## config.mk

```make
export PLATFORM = sky130hd
export DESIGN_NAME = frame_queue
export DESIGN_NICKNAME = d
export VERILOG_FILES = /design/src/rtl/frame_queue_pkg.sv /design/src/rtl/fq_store.sv /design/src/rtl/fq_ptrs.sv /design/src/rtl/fq_flags.sv /design/src/rtl/frame_queue.sv
export SDC_FILE = /design/constraint.sdc
export NUM_CORES = 1
export LEC_CHECK = 0
export BUFFER_PORTS_ARGS = -buffer_cell sky130_fd_sc_hd__buf_2
export CAP_MARGIN = 20
export CORE_UTILIZATION = 44
export DETAILED_ROUTE_END_ITERATION = 6
export SETUP_SLACK_MARGIN = 0.4
export SYNTH_ARGS = -nofsm -noshare
export SYNTH_HDL_FRONTEND = slang
export SYNTH_HIERARCHICAL = 1
export SYNTH_SLANG_ARGS = --single-unit
```

## constraint.sdc

```tcl
create_clock -name clk -period 7.1 [get_ports clk]
set_clock_uncertainty 0.2 [all_clocks]
set_input_delay 1.065 -clock clk [delete_from_list [all_inputs] [get_ports clk]]
set_output_delay 1.065 -clock clk [all_outputs]
set_load 0.02 [all_outputs]
```

## src/rtl/frame_queue_pkg.sv

```systemverilog
package frame_queue_pkg;

  typedef struct packed {
    logic overflow;
    logic underflow;
    logic flush_err;
  } fq_sticky_t;

  typedef enum logic [1:0] {
    FQ_HOLD = 2'd0,
    FQ_INC  = 2'd1,
    FQ_DEC  = 2'd2,
    FQ_CLR  = 2'd3
  } fq_move_e;

  // Decide how the occupancy moves this cycle from the accepted operations.
  function automatic fq_move_e fq_move(input logic push_ok, input logic pop_ok,
                                       input logic flush);
    if (flush)                 return FQ_CLR;
    else if (push_ok && !pop_ok) return FQ_INC;
    else if (pop_ok && !push_ok) return FQ_DEC;
    else                       return FQ_HOLD;
  endfunction

endpackage

```

## src/rtl/fq_store.sv

```systemverilog
module fq_store #(
  parameter int ADDR_W = 3,
  parameter int DATA_W = 9
) (
  input  logic              clk,
  input  logic              rst_n,
  input  logic              wr_en,
  input  logic [ADDR_W-1:0] wr_ptr,
  input  logic [DATA_W-1:0] wr_data,
  input  logic [ADDR_W-1:0] rd_ptr,
  output logic [DATA_W-1:0] rd_data
);
  localparam int DEPTH = 1 << ADDR_W;

  logic [DATA_W-1:0] slot [DEPTH];

  for (genvar i = 0; i < DEPTH; i++) begin : g_slot
    logic hit;
    assign hit = wr_en && (wr_ptr == ADDR_W'(i));
    always_ff @(posedge clk or negedge rst_n) begin
      if (!rst_n)   slot[i] <= '0;
      else if (hit) slot[i] <= wr_data;
    end
  end

  // Head entry straight to the output: no read latency.
  assign rd_data = slot[rd_ptr];

endmodule

```

## src/rtl/fq_ptrs.sv

```systemverilog
module fq_ptrs
  import frame_queue_pkg::*;
#(
  parameter int ADDR_W = 3
) (
  input  logic              clk,
  input  logic              rst_n,
  input  logic              push_ok,
  input  logic              pop_ok,
  input  logic              flush,
  output logic [ADDR_W-1:0] wr_ptr,
  output logic [ADDR_W-1:0] rd_ptr,
  output logic [ADDR_W:0]   count
);
  localparam logic [ADDR_W:0]   CNT_ONE = (ADDR_W+1)'(1);
  localparam logic [ADDR_W-1:0] PTR_ONE = ADDR_W'(1);
  localparam logic [ADDR_W:0]   DEPTH_C = (ADDR_W+1)'(1 << ADDR_W);

  function automatic logic [ADDR_W-1:0] ptr_step(input logic [ADDR_W-1:0] p);
    return p + PTR_ONE;
  endfunction

  function automatic logic [ADDR_W:0] count_step(input logic [ADDR_W:0] c,
                                                 input fq_move_e mv);
    case (mv)
      FQ_INC:  return c + CNT_ONE;
      FQ_DEC:  return c - CNT_ONE;
      FQ_CLR:  return '0;
      default: return c;
    endcase
  endfunction

  fq_move_e move;
  assign move = fq_move(push_ok, pop_ok, flush);

  always_ff @(posedge clk or negedge rst_n) begin
    if (!rst_n) begin
      wr_ptr <= '0;
      rd_ptr <= '0;
      count  <= '0;
    end else begin
      count <= count_step(count, move);
      if (flush) begin
        wr_ptr <= '0;
        rd_ptr <= '0;
      end else begin
        if (push_ok) wr_ptr <= ptr_step(wr_ptr);
        if (pop_ok)  rd_ptr <= ptr_step(rd_ptr);
      end
    end
  end

  assert_count_bound_R4: assert property (@(posedge clk) disable iff (!rst_n)
    count <= DEPTH_C);

  assert_push_grows_R1: assert property (@(posedge clk) disable iff (!rst_n)
    (push_ok && !pop_ok && !flush) |=> (count == $past(count) + CNT_ONE));

  assert_both_hold_R8: assert property (@(posedge clk) disable iff (!rst_n)
    (push_ok && pop_ok && !flush) |=> $stable(count));

  assert_flush_empties_R9: assert property (@(posedge clk) disable iff (!rst_n)
    flush |=> (count == '0) && (wr_ptr == rd_ptr));

endmodule

```

## src/rtl/fq_flags.sv

```systemverilog
module fq_flags
  import frame_queue_pkg::*;
#(
  parameter int ADDR_W = 3
) (
  input  logic              clk,
  input  logic              rst_n,
  input  logic [ADDR_W:0]   count,
  input  logic              push_req,
  input  logic              pop_req,
  input  logic              flush,
  output logic              push_ok,
  output logic              pop_ok,
  output logic [ADDR_W-1:0] level,
  output logic              full,
  output logic              half,
  output logic              empty,
  output fq_sticky_t        sticky
);
  localparam logic [ADDR_W:0] DEPTH_C = (ADDR_W+1)'(1 << ADDR_W);
  localparam logic [ADDR_W:0] HALF_C  = (ADDR_W+1)'(1 << (ADDR_W-1));

  function automatic logic [ADDR_W-1:0] wrap_level(input logic [ADDR_W:0] c);
    return c[ADDR_W-1:0];
  endfunction

  function automatic logic at_half(input logic [ADDR_W:0] c);
    return c >= HALF_C;
  endfunction

  assign level = wrap_level(count);
  assign full  = (count == DEPTH_C);
  assign empty = (count == '0);
  assign half  = at_half(count);

  // Named events for the assertions.
  logic ovf_evt, unf_evt, lossy_flush;
  assign ovf_evt     = push_req && full  && !flush;
  assign unf_evt     = pop_req  && empty && !flush;
  assign lossy_flush = flush && !empty;
  assign push_ok     = push_req && !full  && !flush;
  assign pop_ok      = pop_req  && !empty && !flush;

  always_ff @(posedge clk or negedge rst_n) begin
    if (!rst_n) begin
      sticky <= '0;
    end else if (flush) begin
      sticky.overflow  <= 1'b0;
      sticky.underflow <= 1'b0;
      sticky.flush_err <= lossy_flush;
    end else begin
      if (ovf_evt) sticky.overflow  <= 1'b1;
      if (unf_evt) sticky.underflow <= 1'b1;
    end
  end

  assert_full_wraps_R3: assert property (@(posedge clk) disable iff (!rst_n)
    full |-> (level == '0) && !empty && half);

  assert_half_level_R5: assert property (@(posedge clk) disable iff (!rst_n)
    (!half) |-> !full && (level < ADDR_W'(1 << (ADDR_W-1))));

  assert_no_overflow_R6: assert property (@(posedge clk) disable iff (!rst_n)
    ovf_evt |=> sticky.overflow);

  assert_no_underflow_R7: assert property (@(posedge clk) disable iff (!rst_n)
    unf_evt |=> sticky.underflow);

  assert_refuse_full_R6: assert property (@(posedge clk) disable iff (!rst_n)
    full |-> !push_ok);

  assert_flush_err_R10: assert property (@(posedge clk) disable iff (!rst_n)
    lossy_flush |=> sticky.flush_err && !sticky.overflow && !sticky.underflow);

  assert_clean_flush_R10: assert property (@(posedge clk) disable iff (!rst_n)
    (flush && empty) |=> (sticky == '0));

endmodule

```

## src/rtl/frame_queue.sv

```systemverilog
module frame_queue
  import frame_queue_pkg::*;
#(
  parameter int ADDR_W = 3,
  parameter int DATA_W = 9
) (
  input  logic              clk,
  input  logic              rst_n,
  input  logic              flush,
  input  logic              push_req,
  input  logic [DATA_W-1:0] push_data,
  input  logic              pop_req,
  output logic [DATA_W-1:0] pop_data,
  output logic [ADDR_W-1:0] level,
  output logic              full,
  output logic              half,
  output logic              empty,
  output logic              overflow,
  output logic              underflow,
  output logic              flush_err
);
  logic              push_ok, pop_ok;
  logic [ADDR_W-1:0] wr_ptr, rd_ptr;
  logic [ADDR_W:0]   count;
  fq_sticky_t        sticky;

  fq_flags #(.ADDR_W(ADDR_W)) u_flags (
    .clk(clk), .rst_n(rst_n), .count(count), .push_req(push_req),
    .pop_req(pop_req), .flush(flush), .push_ok(push_ok), .pop_ok(pop_ok),
    .level(level), .full(full), .half(half), .empty(empty), .sticky(sticky)
  );

  fq_ptrs #(.ADDR_W(ADDR_W)) u_ptrs (
    .clk(clk), .rst_n(rst_n), .push_ok(push_ok), .pop_ok(pop_ok),
    .flush(flush), .wr_ptr(wr_ptr), .rd_ptr(rd_ptr), .count(count)
  );

  fq_store #(.ADDR_W(ADDR_W), .DATA_W(DATA_W)) u_store (
    .clk(clk), .rst_n(rst_n), .wr_en(push_ok), .wr_ptr(wr_ptr),
    .wr_data(push_data), .rd_ptr(rd_ptr), .rd_data(pop_data)
  );

  assign overflow  = sticky.overflow;
  assign underflow = sticky.underflow;
  assign flush_err = sticky.flush_err;

  assert_first_frame_R2: assert property (@(posedge clk) disable iff (!rst_n)
    (empty && push_req && !flush) |=> (pop_data == $past(push_data)));

  assert_empty_flags_R4: assert property (@(posedge clk) disable iff (!rst_n)
    empty |-> !full && !half && (level == '0));

endmodule

```

==> results.json, run 1 <==
{
  "vias": 2273,
  "cts_max_level": 3,
  "fmax_mhz": 260,
  "final_cell_area_mm2": 0.00455,
  "layout_min_cycle_time_ns": 3.85,
  "ir_worst_vdd_v": 0.000133,
  "status": "complete, no violations",
  "fin_nets": 306,
  "grt_usage": 0.175,
  "routed_via_density": 5.65,
  "period_share": 0.542,
  "cts_num_sinks": 85,
  "max_slew.worst_pin.slew_ns": 1.13,
  "hold_viol": 0,
  "power_density_mw_per_mm2": 260,
  "antenna_found_initial": 0,
  "synth.area.top_cells": "dfrtp_1 52%, mux2_2 22%, mux4_1 12%",
  "cp-start-kind": "register",
  "cap_violations": 0,
  "io_buffers": 31,
  "worstSkewPairLatency_ns": 0.35,
  "rsz0062_at_grt": "false",
  "slew_violations": 0,
  "yosysSeqAreaShare": 0.522,
  "drc": 0,
  "grt_max_degree": 59,
  "start_util": 0.461,
  "setup_violations": 0,
  "dpl_cell_area_mm2": 0.00431,
  "die-width_um": 98.3,
  "cts_root_buffer": "clkbuf_8",
  "die_y_um": 98.3,
  "cts_max_path_buffers": 2,
  "rows": 34,
  "ys_seq_elements": 85,
  "drtPass1Iterations": 6,
  "final_common_cell": "dfrtp_1",
  "yosysTopAreaCell": "dfrtp_1",
  "slew_headroom": 0.245,
  "grt_pass1_vias": 2332,
  "yosysWarnings": 6,
  "final_cells": 402,
  "setup.worst_path.class": "reg -> out",
  "avgRoutedWirePerCell_um": 19.2,
  "area.growth.synth_to_final_pct": 11.7,
  "cts_buffers": 9,
  "cts_tree": "built",
  "drtIter0Drc": 48,
  "ctsHoldBuffers": 0,
  "globalplace.congestion": 0.678,
  "pre_cts_ws_ns": 3.10,
  "overflow": 0,
  "cp_max_fo": 20,
  "nFillCells": 769,
  "cts_resized": 0,
  "post_cts_buffers": 0,
  "worst_ep_required_time_ns": 5.83,
  "antenna_cells": 0,
  "wl_um": 7700,
  "grt_pass1_wl_um": 12700,
  "cp.arrival_ns": 2.59,
  "place_inst": 385,
  "route.antenna.remaining_nets": 0,
  "netlist_instances": 259,
  "syn-mean-instance-area_um2": 15.7,
  "final_cell_mix": "85 x dfrtp_1, 81 x mux2_2, 30 x buf_2",
  "netlist_area_mm2": 0.00408,
  "dieArea_mm2": 0.00965,
  "clkTransAtPathRegs_ns": 0.09,
  "syn_nets": 276,
  "ioPinCount": 32,
  "dp_hpwl_um": 4680,
  "coreArea_mm2": 0.00885,
  "drive_above_1_share": 0.480,
  "netlist.area_leader.share": 0.522,
  "synth_cell_types": 31,
  "total_power_mw": 1.18,
  "setup_slack_ns": 3.25,
  "p_leak_nw": 2.17,
  "end_kind": "output pin",
  "fin_tns_setup_ns": 0,
  "min_path_type": "reg -> reg"
}
## power breakdown
part / total (mW) / leakage, nW / switching (mW) / internal, mW
sequential: 0.575 / 1.14 / 0.0363 / 0.539
combinational: 0.202 / 0.911 / 0.0913 / 0.111
clock: 0.405 / 0.116 / 0.171 / 0.234
## final cells by class
class	count	area (um2)	share of cell area
clock inverters	6	111	0.0245
multi-input cells	156	1860	0.408
repair buffers	35	188	0.0412
well taps	108	135	0.0297
flip-flops and latches	85	2130	0.467
clock buffers	10	128	0.0280
inverters	2	7.51	0.00165
## synth_stat cells, drive strengths merged
library cell	instances
nor4bb	3
nor2b	5
and2b	2
mux2i	2
ha	3
mux4	18
a22oi	1
inv	2
a22o	2
nand4	2
buf	14
xnor2	3
nor2	11
a21oi	3
xor2	3
or2	2
o21ai	1
mux2	81
a211o	1
nor4b	2
dfrtp	85
nand4b	4
o211ai	1
nor4	1
nand2	5
clkbuf	2
## worst max-delay path: stages, from the launching register on
cell	delay, ns
dfrtp_1	1.10
mux4_1	0.68
mux2_2	0.29
buf_2	0.16
## flip-flops by register name (all words and copies together), names as in the netlist
register and cells:
u_ptrs/wr_ptr 3, u_ptrs/count 4, u_ptrs/rd_ptr 3, u_flags/sticky 3, u_store/slot 72
## routing by layer
| layer | up-vias | part of all wire | track usage |
|---|---|---|---|
| li1 | 1030 | - | - |
| met1 | 1185 | 0.48 | 0.245 |
| met2 | 47 | 0.47 | 0.271 |
| met3 | 11 | 0.038 | 0.0322 |
| met4 | 0 | 0.017 | 0.0723 |
| met5 | - | 0 | 0 |
## final timing paths
kind	start	end	slack (ns)	cells past startpoint
worst max-delay path	u_ptrs/rd_ptr[0]	pop_data[2]	3.25	3
worst min-delay path	u_store/slot[65]	u_store/slot[65]	0.30	1
worst max register to register	u_ptrs/count[1]	u_store/slot[14]	4.09	4
worst min register to register	u_store/slot[65]	u_store/slot[65]	0.30	1
max in group asynchronous	rst_n	u_store/slot[20]	5.23	2
min in group asynchronous	rst_n	u_ptrs/count[3]	0.42	1
## stage by stage
step,hold WS (ns),utilization
finish,0.303,0.514
global route,0.318,0.514
CTS,0.304,0.514
detailed placement,0.285,0.487
global placement,0.280,0.487
floorplan,0.270,-
## logic make-up (layout without fill, tap and decap cells)
group                    after synthesis  after routing  synth area share
multiplexers                         101            101             0.345
flip-flops                            85             85             0.522
AND/OR/NAND/NOR                       37             37            0.0641
buffers and inverters                 18             53            0.0276
AO/OA/AOI/OAI                          9              9            0.0196
XOR/XNOR                               6              6            0.0129
adder cells (fa/ha/maj)                3              3           0.00921
Power figures use the tool's default switching activity.
==> run 2: changes to the inputs <==
Clock period 7.1 ns to 3.5 ns, I/O delays scaled along.
==> run 2 against run 1 <==
Against the previous run:
- worst setup slack got worse by 2.6 ns
- cell count increased by 2.5%
- design area grew 0.74%
- combinational power grew 110%
- sequential power is 100% higher
- utilization grew 0.38 points
- non-clock buffer count grew 11
- clock power up 67%
- highest routed layer unchanged
- critical path type unchanged
==> results.json, run 2 (synthesis results as in run 1) <==
{
  "status": "complete, no violations",
  "cts_max_path_buffers": 2,
  "hp-start": "u_store/slot[42]",
  "period_share": 0.805,
  "hold_path_end": "u_store/slot[42]",
  "slew_violations": 0,
  "cts_tree": "built",
  "start_util": 0.461,
  "cts_root_buffer": "clkbuf_8",
  "rsz0062_at_grt": "false",
  "rows": 34,
  "grt_usage": 0.176,
  "cp.arrival_ns": 2.09,
  "worst_ep_required_time_ns": 2.77,
  "largest_reg_flops": 72,
  "vias": 2281,
  "post_cts_buffers": 0,
  "worstHoldPathCells": 1,
  "wl_um": 7830,
  "grt_pass1_vias": 2291,
  "setup.worst_path.class": "reg -> out",
  "globalplace.congestion": 0.684,
  "worstPathCellList": "buf_4 > mux4_1 > mux2_2 > buf_2",
  "worstSkewPairLatency_ns": 0.35,
  "clkTransAtPathRegs_ns": 0.08,
  "dieArea_mm2": 0.00965,
  "grt_pass1_wl_um": 12600,
  "area.growth.synth_to_final_pct": 12.5,
  "antenna_cells": 0,
  "coreArea_mm2": 0.00885,
  "nFillCells": 758,
  "largest-register": "u_store/slot",
  "max_slew.worst_pin.slew_ns": 0.626,
  "p_leak_nw": 2.19,
  "ir_worst_vdd_v": 0.000245,
  "reg_top3": "u_store/slot x72, u_ptrs/count x4",
  "die-width_um": 98.3,
  "overflow": 0,
  "hold_viol": 0,
  "drtPass1Iterations": 6,
  "r2r_end": "u_ptrs/count[2]",
  "grt_max_degree": 31,
  "routed_via_density": 5.54,
  "fin_nets": 317,
  "layout_min_cycle_time_ns": 2.82,
  "slew_headroom": 0.583,
  "critPathBufInv": 2,
  "fin_tns_setup_ns": 0,
  "setup_violations": 0,
  "drtIter0Drc": 64,
  "antenna_found_initial": 0,
  "slowest_delay_ns": 0.63,
  "fmax_mhz": 355,
  "avgRoutedWirePerCell_um": 19.0,
  "cts_num_sinks": 85,
  "cts_resized": 0,
  "cap_violations": 0,
  "route.antenna.remaining_nets": 0,
  "drc": 0,
  "min_path_type": "reg -> reg",
  "r2r_slack_ns": 0.85,
  "timing.rr.start": "u_ptrs/count[1]",
  "power_density_mw_per_mm2": 492,
  "cp-start-kind": "register",
  "ioPinCount": 32,
  "final_cell_mix": "85 x dfrtp_1, 81 x mux2_2, 30 x buf_2",
  "die_y_um": 98.3,
  "end_kind": "output pin",
  "r2r_cells": 11,
  "cts_buffers": 9,
  "cts_max_level": 3,
  "ctsHoldBuffers": 1,
  "final_common_cell": "dfrtp_1",
  "cp_max_fo": 20,
  "dp_hpwl_um": 4970,
  "total_power_mw": 2.26,
  "critPathTopFamily": "multiplexers",
  "drive_above_1_share": 0.497,
  "io_buffers": 31,
  "crit_slowest_cell": "mux4_1"
}
## run 2: area by class of cell
class | count | area [um2] | area share
well taps | 108 | 135 | 0.0295
inverters | 2 | 7.51 | 0.00164
flip-flops and latches | 85 | 2130 | 0.464
clock buffers | 9 | 124 | 0.0270
repair buffers | 46 | 273 | 0.0595
clock inverters | 6 | 63.8 | 0.0139
multi-input cells | 156 | 1860 | 0.405
## run 2: stage by stage
step | hold WS [ns] | utilization | area, um2 | worst slack [ns] | cells
6_report | 0.299 | 0.518 | 4590 | 0.682 | 412
5_1_grt | 0.306 | 0.518 | 4590 | 0.561 | 412
4_1_cts | 0.282 | 0.518 | 4590 | 0.636 | 412
3_5_place_dp | 0.272 | 0.496 | 4390 | 0.716 | 396
3_3_place_gp | 0.266 | 0.496 | 4390 | 0.753 | 396
2_1_floorplan | 0.0294 | - | 4080 | 0.694 | 259
## run 2: routing by layer
layer	vias to the layer above	share of wire	track usage
met4	0	0.014	0.0792
met3	10	0.026	0.0258
met5	-	0	0
met1	1173	0.50	0.251
met2	45	0.46	0.270
li1	1053	-	-
## run 2: how the worst max path moves through the flow
stage,depth (start not counted),start,to
floorplan,10,u_ptrs/count[1],u_ptrs/count[2]
global placement,12,flush,u_ptrs/count[2]
detailed placement,12,flush,u_ptrs/count[2]
CTS,4,u_ptrs/rd_ptr[0],pop_data[3]
global route,4,u_ptrs/rd_ptr[0],pop_data[3]
finish,4,u_ptrs/rd_ptr[0],pop_data[3]
## run 2: power by group
group          internal (mW)  total, mW  switching [mW]
combinational          0.229      0.426           0.197
sequential              1.09       1.15          0.0610
clock                  0.326      0.676           0.350
total                   1.65       2.26           0.608
